===== config.mk =====
export PLATFORM = sky130hd
export DESIGN_NAME = serial_adc_port
export DESIGN_NICKNAME = d
export VERILOG_FILES = /design/src/rtl/serial_adc_pkg.sv /design/src/rtl/sadc_sync.sv /design/src/rtl/sadc_conv.sv /design/src/rtl/sadc_reader.sv /design/src/rtl/serial_adc_port.sv
export SDC_FILE = /design/constraint.sdc
export NUM_CORES = 1
export LEC_CHECK = 0
export ABC_AREA = 1
export BUFFER_PORTS_ARGS = -buffer_cell sky130_fd_sc_hd__buf_2
export CELL_PAD_IN_SITES_DETAIL_PLACEMENT = 0
export CELL_PAD_IN_SITES_GLOBAL_PLACEMENT = 1
export CORE_AREA = 5 5 119 121
export CTS_CLUSTER_DIAMETER = 30
export CTS_CLUSTER_SIZE = 16
export DETAILED_ROUTE_END_ITERATION = 8
export DIE_AREA = 0 0 124 126
export HOLD_SLACK_MARGIN = 0.06
export PLACE_DENSITY_LB_ADDON = 0.1
export SYNTH_ARGS = -nofsm -noshare
export SYNTH_HDL_FRONTEND = slang
export SYNTH_SLANG_ARGS = --single-unit
export TNS_END_PERCENT = 5

===== constraint.sdc =====
create_clock -name clk -period 2.2 [get_ports clk]
set_input_delay 0.33 -clock clk [delete_from_list [all_inputs] [get_ports clk]]
set_output_delay 0.33 -clock clk [all_outputs]
set_load 0.05 [all_outputs]

===== src/rtl/serial_adc_pkg.sv =====
package serial_adc_pkg;
    typedef enum logic [2:0] {
        RD_IDLE,
        RD_PRE,
        RD_SYNC,
        RD_WORD,
        RD_TAG
    } rd_state_e;

    typedef enum logic {
        CV_IDLE,
        CV_RUN
    } cv_state_e;
endpackage


===== src/rtl/sadc_sync.sv =====
module sadc_sync #(
    parameter int          N       = 4,
    parameter logic [N-1:0] RST_VAL = '0
) (
    input  logic         clk,
    input  logic         rst_n,
    input  logic [N-1:0] din,
    output logic [N-1:0] dout
);
    for (genvar i = 0; i < N; i++) begin : g_bit
        logic s1_q;
        logic s2_q;
        always_ff @(posedge clk or negedge rst_n) begin
            if (!rst_n) begin
                s1_q <= RST_VAL[i];
                s2_q <= RST_VAL[i];
            end else begin
                s1_q <= din[i];
                s2_q <= s1_q;
            end
        end
        assign dout[i] = s2_q;
    end
endmodule


===== src/rtl/sadc_conv.sv =====
module sadc_conv
    import serial_adc_pkg::*;
#(
    parameter int WORD_W      = 16,
    parameter int CONV_CYCLES = 64
) (
    input  logic              clk,
    input  logic              rst_n,
    input  logic              start_req,
    input  logic [WORD_W-1:0] load_word,
    output logic              conv_start,
    output logic              busy,
    output logic [WORD_W-1:0] result
);
    localparam int CNT_W = $clog2(CONV_CYCLES + 1);
    localparam logic [CNT_W-1:0] LAST = CNT_W'(CONV_CYCLES - 1);

    cv_state_e        st_q, st_d;
    logic [CNT_W-1:0] cnt_q;
    logic [WORD_W-1:0] pend_q;

    assign conv_start = start_req && (st_q == CV_IDLE);

    always_comb begin
        st_d = st_q;
        unique case (st_q)
            CV_IDLE: if (start_req) st_d = CV_RUN;
            CV_RUN:  if (cnt_q == LAST) st_d = CV_IDLE;
            default: st_d = CV_IDLE;
        endcase
    end

    // state register
    always_ff @(posedge clk or negedge rst_n) begin
        if (!rst_n) st_q <= CV_IDLE;
        else        st_q <= st_d;
    end

    // outputs and datapath
    always_ff @(posedge clk or negedge rst_n) begin
        if (!rst_n) begin
            cnt_q  <= '0;
            pend_q <= '0;
            result <= '0;
            busy   <= 1'b1;
        end else begin
            busy <= (st_d == CV_IDLE);
            if (conv_start) begin
                pend_q <= load_word;
                cnt_q  <= '0;
            end else if (st_q == CV_RUN) begin
                cnt_q <= cnt_q + 1'b1;
                if (cnt_q == LAST) result <= pend_q;
            end
        end
    end
endmodule


===== src/rtl/sadc_reader.sv =====
module sadc_reader
    import serial_adc_pkg::*;
#(
    parameter int WORD_W = 16
) (
    input  logic              clk,
    input  logic              rst_n,
    input  logic              read_en,
    input  logic              dclk_rise,
    input  logic              qual_edge,
    input  logic              conv_start,
    input  logic              tag_s,
    input  logic [WORD_W-1:0] word_in,
    output logic              data_out,
    output logic              sync_out,
    output logic              arm_q
);
    localparam int CNT_W = $clog2(WORD_W + 3);
    localparam logic [CNT_W-1:0] SAT = CNT_W'(WORD_W + 2);

    rd_state_e         st_q, st_d;
    logic [CNT_W-1:0]  cnt_q, cnt_d, cnt_inc, slot;
    logic [WORD_W-1:0] wsr_q, wsr_d, tsr_q, tsr_d;
    logic              mode_q, mode_d, data_d, sync_d, issue;

    assign cnt_inc = (cnt_q == SAT) ? cnt_q : cnt_q + 1'b1;
    assign slot    = cnt_inc - CNT_W'(1) - CNT_W'(mode_q);

    always_comb begin
        st_d   = st_q;
        cnt_d  = cnt_q;
        wsr_d  = wsr_q;
        tsr_d  = tsr_q;
        mode_d = mode_q;
        data_d = data_out;
        sync_d = sync_out;
        issue  = 1'b0;
        if (!read_en) begin
            st_d   = RD_IDLE;
            data_d = 1'b0;
            sync_d = 1'b0;
        end else begin
            unique case (st_q)
                RD_IDLE: begin
                    st_d   = RD_PRE;
                    wsr_d  = word_in;
                    mode_d = arm_q;
                    cnt_d  = '0;
                    data_d = 1'b0;
                    sync_d = 1'b0;
                end
                RD_PRE, RD_SYNC, RD_WORD, RD_TAG: begin
                    if (dclk_rise) begin
                        cnt_d = cnt_inc;
                        tsr_d = {tsr_q[WORD_W-2:0], tag_s};
                        if (mode_q && cnt_inc == CNT_W'(1)) begin
                            st_d   = RD_SYNC;
                            sync_d = 1'b1;
                            data_d = 1'b0;
                            issue  = 1'b1;
                        end else if (slot < CNT_W'(WORD_W)) begin
                            st_d   = RD_WORD;
                            sync_d = 1'b0;
                            data_d = wsr_q[WORD_W-1];
                            wsr_d  = {wsr_q[WORD_W-2:0], 1'b0};
                        end else begin
                            st_d   = RD_TAG;
                            sync_d = 1'b0;
                            data_d = tsr_q[WORD_W-1];
                        end
                    end
                end
                default: st_d = RD_IDLE;
            endcase
        end
    end

    // state register
    always_ff @(posedge clk or negedge rst_n) begin
        if (!rst_n) st_q <= RD_IDLE;
        else        st_q <= st_d;
    end

    // outputs and datapath
    always_ff @(posedge clk or negedge rst_n) begin
        if (!rst_n) begin
            cnt_q    <= '0;
            wsr_q    <= '0;
            tsr_q    <= '0;
            mode_q   <= 1'b0;
            data_out <= 1'b0;
            sync_out <= 1'b0;
            arm_q    <= 1'b0;
        end else begin
            cnt_q    <= cnt_d;
            wsr_q    <= wsr_d;
            tsr_q    <= tsr_d;
            mode_q   <= mode_d;
            data_out <= data_d;
            sync_out <= sync_d;
            if (qual_edge)                arm_q <= 1'b1;
            else if (issue || conv_start) arm_q <= 1'b0;
        end
    end
endmodule


===== src/rtl/serial_adc_port.sv =====
module serial_adc_port #(
    parameter int WORD_W      = 16,
    parameter int CONV_CYCLES = 64
) (
    input  logic              clk,
    input  logic              rst_n,
    input  logic              cs_n,
    input  logic              rc,
    input  logic              dclk,
    input  logic              tag_in,
    input  logic [WORD_W-1:0] load_word,
    output logic              busy,
    output logic              data_out,
    output logic              sync_out
);
    logic [3:0]        pins_s;
    logic              cs_s, rc_s, dclk_s, tag_s;
    logic              dclk_prev_q, rc_prev_q;
    logic              dclk_rise, dclk_edge, rc_fall;
    logic              qual_edge, start_req, conv_start, read_en, arm_q;
    logic [WORD_W-1:0] result;

    sadc_sync #(.N(4), .RST_VAL(4'b0011)) u_sync (
        .clk  (clk),
        .rst_n(rst_n),
        .din  ({tag_in, dclk, rc, cs_n}),
        .dout (pins_s)
    );

    assign cs_s   = pins_s[0];
    assign rc_s   = pins_s[1];
    assign dclk_s = pins_s[2];
    assign tag_s  = pins_s[3];

    always_ff @(posedge clk or negedge rst_n) begin
        if (!rst_n) begin
            dclk_prev_q <= 1'b0;
            rc_prev_q   <= 1'b1;
        end else begin
            dclk_prev_q <= dclk_s;
            rc_prev_q   <= rc_s;
        end
    end

    assign dclk_rise = dclk_s & ~dclk_prev_q;
    assign dclk_edge = dclk_s ^ dclk_prev_q;
    assign rc_fall   = rc_prev_q & ~rc_s;
    assign qual_edge = dclk_edge && (cs_s || !rc_s);
    assign start_req = rc_fall && !cs_s;
    assign read_en   = !cs_s && rc_s;

    sadc_conv #(.WORD_W(WORD_W), .CONV_CYCLES(CONV_CYCLES)) u_conv (
        .clk       (clk),
        .rst_n     (rst_n),
        .start_req (start_req),
        .load_word (load_word),
        .conv_start(conv_start),
        .busy      (busy),
        .result    (result)
    );

    sadc_reader #(.WORD_W(WORD_W)) u_reader (
        .clk       (clk),
        .rst_n     (rst_n),
        .read_en   (read_en),
        .dclk_rise (dclk_rise),
        .qual_edge (qual_edge),
        .conv_start(conv_start),
        .tag_s     (tag_s),
        .word_in   (result),
        .data_out  (data_out),
        .sync_out  (sync_out),
        .arm_q     (arm_q)
    );
endmodule


==> tab_implementation.tex <==
\begin{tabular}{lr}
\hline
Metric & Value \\
\hline
\multicolumn{2}{l}{\textbf{Final layout}} \\
Fillers & approximately 1,400 \\
Synthesis-to-layout area growth & 16.3\% \\
Proportion of layout cells with a drive suffix above 1 & 0.170 \\
Final net count & 517 \\
Antenna diode instance count & 0 \\
\multicolumn{2}{l}{\textbf{Timing}} \\
Final Slew Violations & 0 \\
Max Clk Rate & 0.527 GHz \\
Rel. slew slack & 0.629 \\
Crit path setup slack, layout & roughly 0.30 ns \\
Final hold slack & 0.0810 ns \\
Final count of hold timing violations & 0 \\
Time the worst path needs with I/O delays and setup & 1.90 ns \\
Worst clock skew on the final layout & roughly 0.0094 ns \\
Worst slew pin tran & 0.557 ns \\
Period utilisation layout & 0.862 \\
RSZ-0062 raised after global routing & false \\
Setup TNS & 0 ns \\
Number of failing setup endpoints in the final timing report & 0 \\
\multicolumn{2}{l}{\textbf{Floorplanning}} \\
Chip width & 124 um \\
Die ar. & about 16,000 um2 \\
Number of I/O pins & 25 \\
Number of cell rows & 42 \\
Initial Utilization & 0.314 \\
Die span in y & 126 um \\
Floorplan core area & 13,000 um2 \\
\multicolumn{2}{l}{\textbf{Global route}} \\
Pin count of the biggest net entering global routing & 41 \\
Global-route met3 utilization & 0.0238 \\
Global-route track usage on met2 & 0.164 \\
GRT overflow & 0 \\
Most Used Layer, Global Route & met1 \\
First-pass GRT wire length & 14.3 mm \\
Vias in the first global route & 2,872 \\
Met1 Usage GRT & 0.168 \\
Overall fraction of global-route tracks in use & 0.117 \\
Antenna violations before repair & 0 \\
\multicolumn{2}{l}{\textbf{Synth}} \\
Mean cell area of the mapped netlist & 8.82 um2 \\
Dominant combinational cell family by area after synthesis & simple AND/OR/NAND/NOR gates \\
XOR/XNOR Fraction of Synth Area & 0.00614 \\
Post-synth EDFFs & 0 \\
Warnings from Yosys & 0 \\
Synth async-reset ratio & 1.00 \\
Number of synthesized register bits & 95 \\
Most used standard cell by instance count after synthesis & nand2\_1 \\
Synth Area in Adders & 0.0154 \\
Netlist area before placement & 4080 um2 \\
Top-area cell type share of the netlist area & 0.547 \\
Number of different library cells in the post-synthesis netlist & 30 \\
Most used flip-flop cell after synthesis & dfrtp\_1 \\
Net count of the mapped netlist & about 490 \\
Area fraction in compound gates after synthesis & 0.0666 \\
Library cell occupying the most area in the post-synthesis netlist & dfrtp\_1 \\
Simple-gate portion of the synthesized area & 0.264 \\
Synth area leaders & dfrtp\_1 (55\%), nand2\_1 (17\%), o21ai\_0 (5.4\%), dfstp\_2 (3.9\%), nand3\_1 (3.8\%) \\
Cell count after synthesis & about 460 \\
Synth cell count leaders & nand2\_1 (180), dfrtp\_1 (89), o21ai\_0 (44), inv\_1 (39), nand3\_1 (31) \\
Share of cell area taken by muxes after synthesis & 0 \\
Share of the yosys chip area belonging to registers & 0.585 \\
\multicolumn{2}{l}{\textbf{Clock tree}} \\
Max Root-Sink Buffers & 2 \\
Clock Root Buffer & clkbuf\_16 \\
CTS tree & built \\
Post-CTS sizing & 0 \\
Clock insertion delay at the later pin of the skew report & 0.35 ns \\
Clock input transition at the sequential cells of the worst setup and hold paths & around 0.070 ns \\
Clock sink count & 95 \\
Number of H-tree levels & 3 \\
Number of CTS-inserted buffers & 9 \\
\multicolumn{2}{l}{\textbf{Route}} \\
Number of nets with antenna violations after routing & 0 \\
Count of vias placed by the detailed router & 2,827 \\
Detailed-router iteration count before antenna repair & 4 \\
Via density per instance & 4.21 \\
DRC errors left & 0 \\
Starting DRT DRC Count & 164 \\
Final Routed Wirelength & 8.01 mm \\
Drt wl/cell & 11.9 um \\
\multicolumn{2}{l}{\textbf{Pwr}} \\
P\_sw & 1.84 mW \\
Share of power burned in registers & 0.452 \\
Power per cell area & 1180 nW/um2 \\
Switching part of the total & 0.328 \\
Relative contribution of the clock network to total power & 0.302 \\
Worst VDD drop & 0.392 mV \\
Leakage power summed over all cells & 2.42 nW \\
Power share of the combinational group & 0.247 \\
Cell-internal power & 3.78 mW \\
\multicolumn{2}{l}{\textbf{Worst setup path}} \\
Crit path launch type & register \\
Data required, critical path & roughly 2.4 ns \\
Kind of end point of the critical path & register \\
Critical Path, Cell by Cell & ha\_1 > nand3\_1 > xor2\_2 > nand2\_2 > nor2\_2 > a21oi\_4 > buf\_4 > nand3\_1 > nand2\_1 \\
Worst Setup SP & u\_reader.cnt\_q[0] \\
Worst path max stage delay & roughly 0.42 ns \\
Signal arrival time at the worst endpoint & 2.13 ns \\
Cell occurring most often along the worst timing path & nand3\_1 \\
Endpoint of the most critical register-to-register path & u\_reader.wsr\_q[14] \\
Startpoint of the most critical register-to-register path & u\_reader.cnt\_q[0] \\
Slowest cell on crit path & dfrtp\_1 \\
Reg-to-reg setup timing slack & 0.30 ns \\
Path depth of the worst reg2reg path & 9 \\
Largest fanout on the critical path & 15 \\
Crit path kind & reg -> reg \\
\multicolumn{2}{l}{\textbf{Status}} \\
Run status & complete, no violations \\
\multicolumn{2}{l}{\textbf{Hold path}} \\
Endpoint of the worst hold-timing path & u\_sync.g\_bit[1].s1\_q \\
Class of the worst hold path & in -> reg \\
Min-Delay Path Depth & 1 \\
Hold wc startpoint & rc \\
\multicolumn{2}{l}{\textbf{Placement}} \\
Global placement routability congestion & 0.728 \\
Worst setup timing slack at the placement stage & 0.328 ns \\
Number of input and output port buffers inserted & 24 \\
HPWL Detailed & 5.26 mm \\
\multicolumn{2}{l}{\textbf{Flow run}} \\
Max-cap violation count & 0 \\
\hline
\end{tabular}
==> registers in the layout (all words and copies together), names as in the netlist <==
name               cells
u_reader.arm_q         1
u_conv.pend_q         16
u_reader.cnt_q         5
u_reader.data_out      1
dclk_prev_q            1
u_reader.st_q          3
u_conv.cnt_q           7
u_conv.st_q            1
rc_prev_q              1
u_reader.tsr_q        16
u_conv.result         16
u_sync.g_bit.s2_q      4
u_reader.mode_q        1
u_conv.busy            1
u_reader.sync_out      1
u_sync.g_bit.s1_q      4
u_reader.wsr_q        16
==> critical path, delay by kind of cell (launching register included) <==
kind	cells	cell delay [ns]
fa+ha+maj	1	0.24
xor+xnor	1	0.25
simple gates	5	0.56
flops	1	0.42
compound gates	1	0.10
buf+inv	1	0.21
==> timing repair <==
action | 4_1_cts | 5_1_grt
endpoints found under the hold margin | 38 | 0
hold buffers | 1 | 0
endpoints found under the setup margin | 0 | 0
buffers inserted | 0 | 0
==> cell usage in the layout, fill, tap and decap left out, types with 2 or more instances in the layout <==
master     instances
buf_2             23
nand2_2           16
dfrtp_1           89
bufinv_16          2
nand3_1           31
dfstp_2            6
nand2_1          180
clkbuf_16          9
clkinv_1           2
nand4_1            4
inv_2              2
nor2_2             4
buf_4              9
ha_1               5
o21ai_0           44
inv_1             39
nor2_1             9
o22ai_1            2
==> cell families (layout without fill, tap and decap cells) <==
family                     Yosys count  in the layout
xor gates and xnor gates             2              2
DFF                                 95             95
buffers and inverters               60             93
adders and majority gates            5              5
AOI/OAI and AO/OA                   50             50
and+or+nand+nor                    250            250
==> power groups by stage <==
stage,Clock (mW),Sequential (mW),Combinational [mW]
3_3_place_gp,0,2.57,1.41
5_1_grt,1.82,2.61,1.64
4_1_cts,1.76,2.54,1.43
2_1_floorplan,0,2.53,1.08
6_report,1.70,2.54,1.39
3_5_place_dp,0,2.57,1.42
==> layout make-up <==
type / instances / area, um2 / share of cell area
multi-input combinational: 307 / 1440 / 0.303
clock buffer: 11 / 243 / 0.0512
inverter: 43 / 161 / 0.0340
tap: 176 / 220 / 0.0465
sequential: 95 / 2380 / 0.503
clock inverter: 5 / 81.3 / 0.0172
timing repair buffer: 34 / 213 / 0.0449
==> worst max path at each step <==
stage                              end  slack, ns  cells after the start
global route         u_reader.wsr_q[6]       0.11                     12
CTS                 u_reader.wsr_q[14]       0.30                      9
finish              u_reader.wsr_q[14]       0.30                      9
detailed placement  u_reader.wsr_q[14]       0.33                      9
floorplan           u_reader.wsr_q[10]       0.47                     13
global placement      u_reader.st_q[2]       0.34                      8
==> metal layers <==
layer  vias up  part of all wire
li1       1493                 -
met1      1292              0.53
met2        33              0.42
met3         9             0.028
met4         0             0.023
met5         -                 0
==> per-stage QoR <==
stage,power (mW),util,std cells,cell area (um2)
detailed placement,3.99,0.340,654,4410
CTS,5.73,0.365,671,4740
global route,6.07,0.365,671,4740
finish,5.62,0.365,671,4740
global placement,3.97,0.340,654,4410
floorplan,3.61,-,462,4080
Note: power is estimated with default switching activity, not from simulation.
